`config.mk`:
```
export PLATFORM = sky130hd
export DESIGN_NAME = mseq_top
export DESIGN_NICKNAME = d
export VERILOG_FILES = /design/src/rtl/mseq_pkg.sv /design/src/rtl/mseq_tick.sv /design/src/rtl/mseq_pc.sv /design/src/rtl/mseq_blk.sv /design/src/rtl/mseq_strobe.sv /design/src/rtl/mseq_top.sv
export SDC_FILE = /design/constraint.sdc
export NUM_CORES = 1
export LEC_CHECK = 0
export BUFFER_PORTS_ARGS = -buffer_cell sky130_fd_sc_hd__buf_2
export CORE_MARGIN = 8
export CORE_UTILIZATION = 45
export CTS_BUF_LIST = sky130_fd_sc_hd__clkbuf_4 sky130_fd_sc_hd__clkbuf_8
export CTS_CLUSTER_SIZE = 16
export DETAILED_ROUTE_END_ITERATION = 7
export PLACE_DENSITY = 0.73
export REMOVE_ABC_BUFFERS = 1
export SLEW_MARGIN = 40
export SYNTH_ARGS = -nofsm -noshare
export SYNTH_HDL_FRONTEND = slang
export SYNTH_HIERARCHICAL = 1
export SYNTH_SLANG_ARGS = --single-unit
export TNS_END_PERCENT = 50
```
`constraint.sdc`:
```
create_clock -name clk -period 3.62 [get_ports clk]
set_input_delay 0.543 -clock clk [delete_from_list [all_inputs] [get_ports clk]]
set_output_delay 0.543 -clock clk [all_outputs]
set_load 0.05 [all_outputs]
```
`src/rtl/mseq_pkg.sv`:
```
package mseq_pkg;

  localparam int UWORD_W = 16;
  localparam int OFS_W   = 7;

  // Field order matches the microword bit positions (15 down to 0).
  typedef struct packed {
    logic             lda;      // 15
    logic             ldb;      // 14
    logic             ldc;      // 13: also starts multiply
    logic             clr_acc;  // 12
    logic             blk_inc;  // 11
    logic             halt;     // 10
    logic             wr_acc;   // 9
    logic             ld_acc;   // 8
    logic             direct;   // 7
    logic [OFS_W-1:0] ofs;      // 6..0
  } uword_t;

endpackage

```
`src/rtl/mseq_tick.sv`:
```
module mseq_tick #(
  parameter int DIV = 8
) (
  input  logic clk,
  input  logic rst_n,
  input  logic run,
  input  logic restart,
  output logic tick
);
  localparam int CW = (DIV > 1) ? $clog2(DIV) : 1;
  localparam logic [CW-1:0] LAST = CW'(DIV - 1);

  logic [CW-1:0] cnt;

  always_ff @(posedge clk) begin
    if (!rst_n)                    cnt <= '0;
    else if (restart || !run)      cnt <= '0;
    else if (cnt == LAST)          cnt <= '0;
    else                           cnt <= cnt + 1'b1;
  end

  assign tick = run && (cnt == LAST);
endmodule

```
`src/rtl/mseq_pc.sv`:
```
module mseq_pc #(
  parameter int UADDR_W = 9
) (
  input  logic               clk,
  input  logic               rst_n,
  input  logic               start_ok,
  input  logic [UADDR_W-1:0] start_addr,
  input  logic               abort,
  input  logic               issue,
  input  logic               halt_bit,
  output logic [UADDR_W-1:0] pc,
  output logic               run,
  output logic               halt_pend
);
  always_ff @(posedge clk) begin
    if (!rst_n)        pc <= '0;
    else if (start_ok) pc <= start_addr;
    else if (issue)    pc <= pc + 1'b1;
  end

  always_ff @(posedge clk) begin
    if (!rst_n)                 halt_pend <= 1'b0;
    else if (abort || start_ok) halt_pend <= 1'b0;
    else                        halt_pend <= issue && halt_bit;
  end

  always_ff @(posedge clk) begin
    if (!rst_n)         run <= 1'b0;
    else if (abort)     run <= 1'b0;
    else if (start_ok)  run <= 1'b1;
    else if (halt_pend) run <= 1'b0;
  end
endmodule

```
`src/rtl/mseq_blk.sv`:
```
module mseq_blk #(
  parameter int BLK_W = 8
) (
  input  logic             clk,
  input  logic             rst_n,
  input  logic             load,
  input  logic [BLK_W-1:0] load_val,
  input  logic             inc,
  output logic [BLK_W-1:0] idx
);
  always_ff @(posedge clk) begin
    if (!rst_n)    idx <= '0;
    else if (load) idx <= load_val;
    else if (inc)  idx <= idx + 1'b1;
  end
endmodule

```
`src/rtl/mseq_strobe.sv`:
```
module mseq_strobe
  import mseq_pkg::*;
#(
  parameter int RAM_AW = 10,
  parameter int WR_LEN = 3
) (
  input  logic              clk,
  input  logic              rst_n,
  input  logic              issue,
  input  uword_t            uop,
  input  logic [RAM_AW-3:0] blk,
  output logic              str_lda,
  output logic              str_ldb,
  output logic              str_ldc,
  output logic              str_clr_acc,
  output logic              str_ld_acc,
  output logic              str_wr_acc,
  output logic [RAM_AW-1:0] ram_addr
);
  localparam int BLK_W = RAM_AW - 2;
  localparam int WCW   = $clog2(WR_LEN + 1);

  // Address selector: direct uses the 7-bit offset, indirect pairs the
  // block index with the offset's two low bits.
  function automatic logic [RAM_AW-1:0] sel_addr(input uword_t u,
                                                 input logic [BLK_W-1:0] b);
    logic [RAM_AW-1:0] a;
    a = '0;
    if (u.direct) a[OFS_W-1:0] = u.ofs;
    else          a = {b, u.ofs[1:0]};
    return a;
  endfunction

  logic [WCW-1:0] wr_cnt;

  always_ff @(posedge clk) begin
    if (!rst_n) begin
      str_lda     <= 1'b0;
      str_ldb     <= 1'b0;
      str_ldc     <= 1'b0;
      str_clr_acc <= 1'b0;
      str_ld_acc  <= 1'b0;
    end else begin
      str_lda     <= issue && uop.lda;
      str_ldb     <= issue && uop.ldb;
      str_ldc     <= issue && uop.ldc;
      str_clr_acc <= issue && uop.clr_acc;
      str_ld_acc  <= issue && uop.ld_acc;
    end
  end

  always_ff @(posedge clk) begin
    if (!rst_n)                  wr_cnt <= '0;
    else if (issue && uop.wr_acc) wr_cnt <= WCW'(WR_LEN);
    else if (wr_cnt != '0)       wr_cnt <= wr_cnt - 1'b1;
  end

  assign str_wr_acc = (wr_cnt != '0);

  always_ff @(posedge clk) begin
    if (!rst_n)     ram_addr <= '0;
    else if (issue) ram_addr <= sel_addr(uop, blk);
  end
endmodule

```
`src/rtl/mseq_top.sv`:
```
module mseq_top
  import mseq_pkg::*;
#(
  parameter int UADDR_W = 9,
  parameter int RAM_AW  = 10,
  parameter int CLK_DIV = 8,
  parameter int WR_LEN  = 3
) (
  input  logic               clk,
  input  logic               rst_n,
  input  logic               host_start,
  input  logic [UADDR_W-1:0] host_start_addr,
  input  logic               host_abort,
  input  logic               host_blk_load,
  input  logic [RAM_AW-3:0]  host_blk_val,
  input  logic               mult_busy,
  input  logic [15:0]        rom_data,
  output logic [UADDR_W-1:0] rom_addr,
  output logic               run,
  output logic               str_lda,
  output logic               str_ldb,
  output logic               str_ldc,
  output logic               str_clr_acc,
  output logic               str_ld_acc,
  output logic               str_wr_acc,
  output logic [RAM_AW-1:0]  ram_addr,
  output logic [RAM_AW-3:0]  blk_idx
);
  localparam int BLK_W = RAM_AW - 2;

  // Named internal events (observed by the bound checker).
  uword_t uop;
  logic   tick;
  logic   start_ok;
  logic   issue;
  logic   halt_pend;

  assign uop      = uword_t'(rom_data);
  assign start_ok = host_start && !host_abort;
  assign issue    = tick && !mult_busy && !host_abort && !host_start;

  mseq_tick #(.DIV(CLK_DIV)) u_tick (
    .clk     (clk),
    .rst_n   (rst_n),
    .run     (run),
    .restart (start_ok),
    .tick    (tick)
  );

  mseq_pc #(.UADDR_W(UADDR_W)) u_pc (
    .clk        (clk),
    .rst_n      (rst_n),
    .start_ok   (start_ok),
    .start_addr (host_start_addr),
    .abort      (host_abort),
    .issue      (issue),
    .halt_bit   (uop.halt),
    .pc         (rom_addr),
    .run        (run),
    .halt_pend  (halt_pend)
  );

  mseq_blk #(.BLK_W(BLK_W)) u_blk (
    .clk      (clk),
    .rst_n    (rst_n),
    .load     (host_blk_load),
    .load_val (host_blk_val),
    .inc      (issue && uop.blk_inc),
    .idx      (blk_idx)
  );

  mseq_strobe #(.RAM_AW(RAM_AW), .WR_LEN(WR_LEN)) u_str (
    .clk         (clk),
    .rst_n       (rst_n),
    .issue       (issue),
    .uop         (uop),
    .blk         (blk_idx),
    .str_lda     (str_lda),
    .str_ldb     (str_ldb),
    .str_ldc     (str_ldc),
    .str_clr_acc (str_clr_acc),
    .str_ld_acc  (str_ld_acc),
    .str_wr_acc  (str_wr_acc),
    .ram_addr    (ram_addr)
  );
endmodule

```
Yosys cells after proc, flatten, opt, wreduce, memory -nomap -nowiden
Cells that the tools add are included.
{"block": "op_classes", "n_mux": 10, "addsub": 4, "eq_ne": 1, "bitwise_logic": 1, "n_reduce_logical": 27}
{"op": "two-way mux 9 bit", "n": 2}
{"op": "two-way mux 8 bit", "n": 2}
{"op": "logical AND 1 bit", "n": 13}
{"op": "nonzero test 2 bit", "n": 5}
{"op": "adder 9 x 1 -> 9 bit, second input constant", "n": 1}
{"op": "adder 8 x 1 -> 8 bit, second input constant", "n": 1}
{"op": "two-way mux 7 bit", "n": 1}
{"op": "logical NOT 1 bit", "n": 4}
{"op": "two-way mux 2 bit", "n": 2}
{"op": "OR reduction 2 bit", "n": 2}
{"op": "adder 3 x 1 -> 3 bit, second input constant", "n": 1}
{"op": "== test 3 bit, second input constant", "n": 1}
{"op": "two-way mux 3 bit", "n": 1}
{"op": "OR reduction 3 bit", "n": 1}
{"op": "logical OR 1 bit", "n": 2}
{"op": "two-way mux 1 bit", "n": 2}
{"op": "subtractor 2 x 1 -> 2 bit, second input constant", "n": 1}
{"op": "inverter 1 bit", "n": 1}
{"block": "word_totals", "wordCells": 55, "out_inout_bits": 34, "regBits": 39, "in_bits": 39}

Depth between registers and ports, before layout
{"block": "depth", "ltp_word": 8, "ltp_mapped": 9, "depth_no_buf": 8}

Modules after synthesis
Netlist, hierarchy kept.
{"module": "mseq_strobe", "instances": 1, "cells_each": 64, "area_per_inst_um2": 660.6}
{"module": "mseq_pc", "instances": 1, "cells_each": 73, "area_per_inst_um2": 620.6}
{"module": "mseq_blk", "instances": 1, "cells_each": 55, "area_per_inst_um2": 461.7}
{"module": "mseq_tick", "instances": 1, "cells_each": 10, "area_per_inst_um2": 127.6}
{"module": "mseq_top", "instances": 1, "cells_each": 3, "area_per_inst_um2": 36.3}

Least setup slack after synthesis
OpenSTA, ideal clock, no wires.
{"block": "synth_path", "kind": "register to register", "from": "register u_pc.run", "to": "register u_blk.idx[5]", "n_path_buf": 1, "arrival_ns": 2.150, "slack_ns": 1.406, "stages_incl_launch_ff": 8, "setup_ns": 0.064, "required_time_ns": 3.556, "path_cell_list": "dfxtp_1 and2_1 nor4b_4 and2_1 buf_4 nand3b_1 or4_1 nand3_1"}
{"block": "synth_between", "elab_chain_cells": 6}
{"element": "start, declared", "line_no": "mseq_pc.sv:12", "rtl": "output logic run,"}
{"element": "start signal, assigned", "line_no": "mseq_pc.sv:28", "rtl": "if (!rst_n) run <= 1'b0;"}
{"element": "start signal, assigned", "line_no": "mseq_pc.sv:29", "rtl": "else if (abort) run <= 1'b0;"}
{"element": "start signal, assigned", "line_no": "mseq_pc.sv:30", "rtl": "else if (start_ok) run <= 1'b1;"}
{"element": "logical AND 1 bit", "line_no": "mseq_tick.sv:22", "rtl": "assign tick = run && (cnt == LAST);"}
{"element": "net tick", "line_no": "mseq_top.sv:33", "rtl": "logic tick;"}
{"element": "logical AND 1 bit (3 in a row)", "line_no": "mseq_top.sv:40", "rtl": "assign issue = tick && !mult_busy && !host_abort && !host_start;"}
{"element": "net issue", "line_no": "mseq_top.sv:35", "rtl": "logic issue;"}
{"element": "logical AND 1 bit", "line_no": "mseq_top.sv:68", "rtl": ".inc (issue && uop.blk_inc),"}
{"element": "nonzero test 2 bit (no line)"}
{"element": "end signal, assigned", "line_no": "mseq_blk.sv:13", "rtl": "else if (load) idx <= load_val;"}
{"element": "end signal, assigned", "line_no": "mseq_blk.sv:14", "rtl": "else if (inc) idx <= idx + 1'b1;"}
{"element": "end, declared", "line_no": "mseq_blk.sv:9", "rtl": "output logic [BLK_W-1:0] idx"}
The timed path passes the listed nets, and every way through them passes these cells.
A chain may end at the register's enable or synchronous reset.

Worst setup path in the final report
{"block": "layout_path", "from": "register u_tick.cnt[0]", "to": "register u_pc.pc[8]"}
{"block": "layout_between", "elab_chain_cells": 6}
{"element": "start, declared", "line_no": "mseq_tick.sv:13", "rtl": "logic [CW-1:0] cnt;"}
{"element": "start signal, assigned", "line_no": "mseq_tick.sv:19", "rtl": "else cnt <= cnt + 1'b1;"}
{"element": "== test 3 bit", "line_no": "mseq_tick.sv:22"}
{"element": "logical AND 1 bit", "line_no": "mseq_tick.sv:22"}
{"element": "net tick", "line_no": "mseq_top.sv:33"}
{"element": "logical AND 1 bit (3 in a row)", "line_no": "mseq_top.sv:40"}
{"element": "net issue", "line_no": "mseq_top.sv:35"}
{"element": "nonzero test 2 bit (no line)"}
{"element": "end signal, assigned", "line_no": "mseq_pc.sv:17", "rtl": "else if (start_ok) pc <= start_addr;"}
{"element": "end signal, assigned", "line_no": "mseq_pc.sv:18", "rtl": "else if (issue) pc <= pc + 1'b1;"}
{"element": "end, declared", "line_no": "mseq_pc.sv:11", "rtl": "output logic [UADDR_W-1:0] pc,"}
The timed path passes the listed nets, and every way through them passes these cells.

==> run metrics <==
status=complete, no violations; top-area cell type share of the netlist area=slightly above 40%; Syn Inst Count=just over 200; Main synth FF type=dfxtp_1; Global Route Usage Sum=14.0%; initial drt markers=128; first-pass GRT wire length=about 7.4 mm; CP Data Arrival Time=2.42 ns; Yosys reg bits=39; critical path launch point type=flop; post-DP HPWL=3.41 mm; Min Hold Slack=0.476 ns; Max Clock Freq=between 0.4 and 0.5 GHz; Mean Syn Cell Area=9.30 um2; RePlAce Congestion=0.799; synth cell count leaders=dfxtp_1, o21ai_0, a21oi_1, and2_1, nand3_1; Vias per Instance=5.24; clk sinks=39; CP Class=flop to flop; area of the core=about 4000 um2; postcts setup bufs=0; P_leak=1.12 nW; die width=81.1 um; final std cells w/o fill=328; CTS resizes=0; First-pass DRT Iterations=4; clock-pin slew on the worst setup and hold paths=around 0.08 ns; max-cap viol count=0; hold path startpoint=rom_data[13]; min cycle time layout=2.18 ns; Slew Limit Fails=0; Final setup viols=0; R2R Setup Slk=~1.4 ns; Max IR drop VDD=0.215 mV; CTS tree=built; setup TNS=0 ns; Yosys warnings=6; power per cell area=413 nW/um2; CTS Buffer Depth=2; routed vias=~1700; vias in the first global route=roughly 1700; die footprint=6580 um2; Tightest Pin Transition=0.608 ns; top cells by area, synth=dfxtp_1, o21ai_0, mux2i_1, and2_1, a21oi_1; initial antenna violation count=0; Core Util, Final=59.3%; ANT cells=0; crit path capture type=flop; synth unique cells=38; ANT nets after route=0; Async SR Flop Fraction=0%; Yosys top cell by area=dfxtp_1; CTS Hold Bufs=0; Final period util=60.3%; Hold EP=u_str/str_ldc; WL final=4.55 mm; Initial Util=between 40 and 50%; share of cells above drive strength 1=about a third; count leader, synth=dfxtp_1; total CTS buffers=5; EDFF count, synth=0; final net count=around 320; worst-path fanout max=33; Worst EP required=3.86 ns; HP Class=primary input to flop; worst skew pair latency=a little under 0.3 ns; number of port buffers=~70; H-tree depth reported by CTS=2; headroom to the max-slew limit=59.5%; WL/cell=13.9 um; sequential-to-total area share from yosys stat=40.9%; largest net degree at the start of global routing=between 40 and 50; endpoints failing hold=0; Critical R2R Capture=u_pc/pc[8]; reg2reg path depth=8; I/O pin total=73; RSZ-0062 raised after global routing=false; Total Power=roughly 1 mW; R2R Path Start=u_tick/cnt[0]; Cells on Worst Hold Path=2; residual DRC count=0; fill cell count=~380; total congestion overflow=0; placed insts=320; DIE HEIGHT=81.1 um; Layout area overhead=25.2%; Root Buffer=clkbuf_8; Worst Skew=0.00589 ns; Rows=23; Mapped Area=between 1500 and 2000 um2
worst max-delay path, cell delays in order (launching register included):
cell,delay [ns]
dfxtp_1,0.33
ha_1,0.15
ha_1,0.15
and2_1,0.12
nor4b_4,0.26
buf_4,0.38
nand3b_4,0.12
or4_1,0.52
nand3_1,0.09
through the flow:
step | worst slack [ns] | area [um2]
after floorplan | 0.705 | 1860
after global placement | 1.44 | 2290
after detailed placement | 1.42 | 2290
after CTS | 1.42 | 2390
after global routing | 1.23 | 2390
final | 1.44 | 2390
final cells by class:
class	instances	area, um2	area share [%]
inverter	7	26.3	1.10
clock inverter	3	23.8	0.996
timing repair buffer	74	375	15.7
multi-input combinational	150	1050	44.0
sequential	39	781	32.7
clock buffer	5	68.8	2.88
tap	50	62.6	2.62
power by group:
group,internal (mW),switching (mW),total [mW],leakage [nW]
registers,0.450,0.0202,0.470,0.318
clock network,0.138,0.164,0.301,0.0408
logic,0.0842,0.131,0.215,0.760
per-layer routing:
layer	GRT usage, %	wire length, um	vias to the layer above
met3	5.52	429	6
met5	0	0	-
met1	17.4	2090	765
li1	-	-	877
met2	21.3	1970	70
met4	5.36	58	0
sequential cells by signal, summed over array words and instances, names as in the netlist:
name,cells
u_pc/pc,9
u_str/str_clr_acc,1
u_blk/idx,8
u_str/str_lda,1
u_pc/halt_pend,1
u_str/ram_addr,10
u_str/str_ldc,1
u_str/str_ld_acc,1
u_str/wr_cnt,2
u_pc/run,1
u_str/str_ldb,1
u_tick/cnt,3
cells in the final DEF, fill, tap and decap left out, types with 6 or more instances in the layout:
master,netlist,routed
a21oi_1,13,13
and2_1,11,11
buf_2,4,72
dfxtp_1,39,39
inv_1,6,6
mux2i_1,9,9
nand2_1,9,9
nand3_1,11,11
nand4_1,7,7
nor2b_1,9,9
nor3b_1,8,8
o211ai_1,6,6
o21ai_0,21,21
or4_1,6,6
worst max path at each step:
| stage | startpoint | end | slack [ns] | depth (start not counted) |
|---|---|---|---|---|
| floorplan | u_pc/run | u_blk/idx[5] | 0.71 | 6 |
| global placement | host_start | u_pc/pc[7] | 1.44 | 6 |
| detailed placement | host_start | u_pc/pc[8] | 1.42 | 6 |
| CTS | u_tick/cnt[1] | u_pc/pc[8] | 1.42 | 8 |
| global route | u_tick/cnt[0] | u_pc/pc[8] | 1.23 | 8 |
| finish | u_tick/cnt[0] | u_pc/pc[8] | 1.44 | 8 |
cells by family after synthesis:
logic type	synth area share [%]
xor gates and xnor gates	4.13
muxes	5.51
and+or+nand+nor	28.5
buffers and inverters	4.00
DFF	40.9
adders and majority gates	3.28
AOI/OAI and AO/OA	13.6
Note: power is estimated with default switching activity, not from simulation.
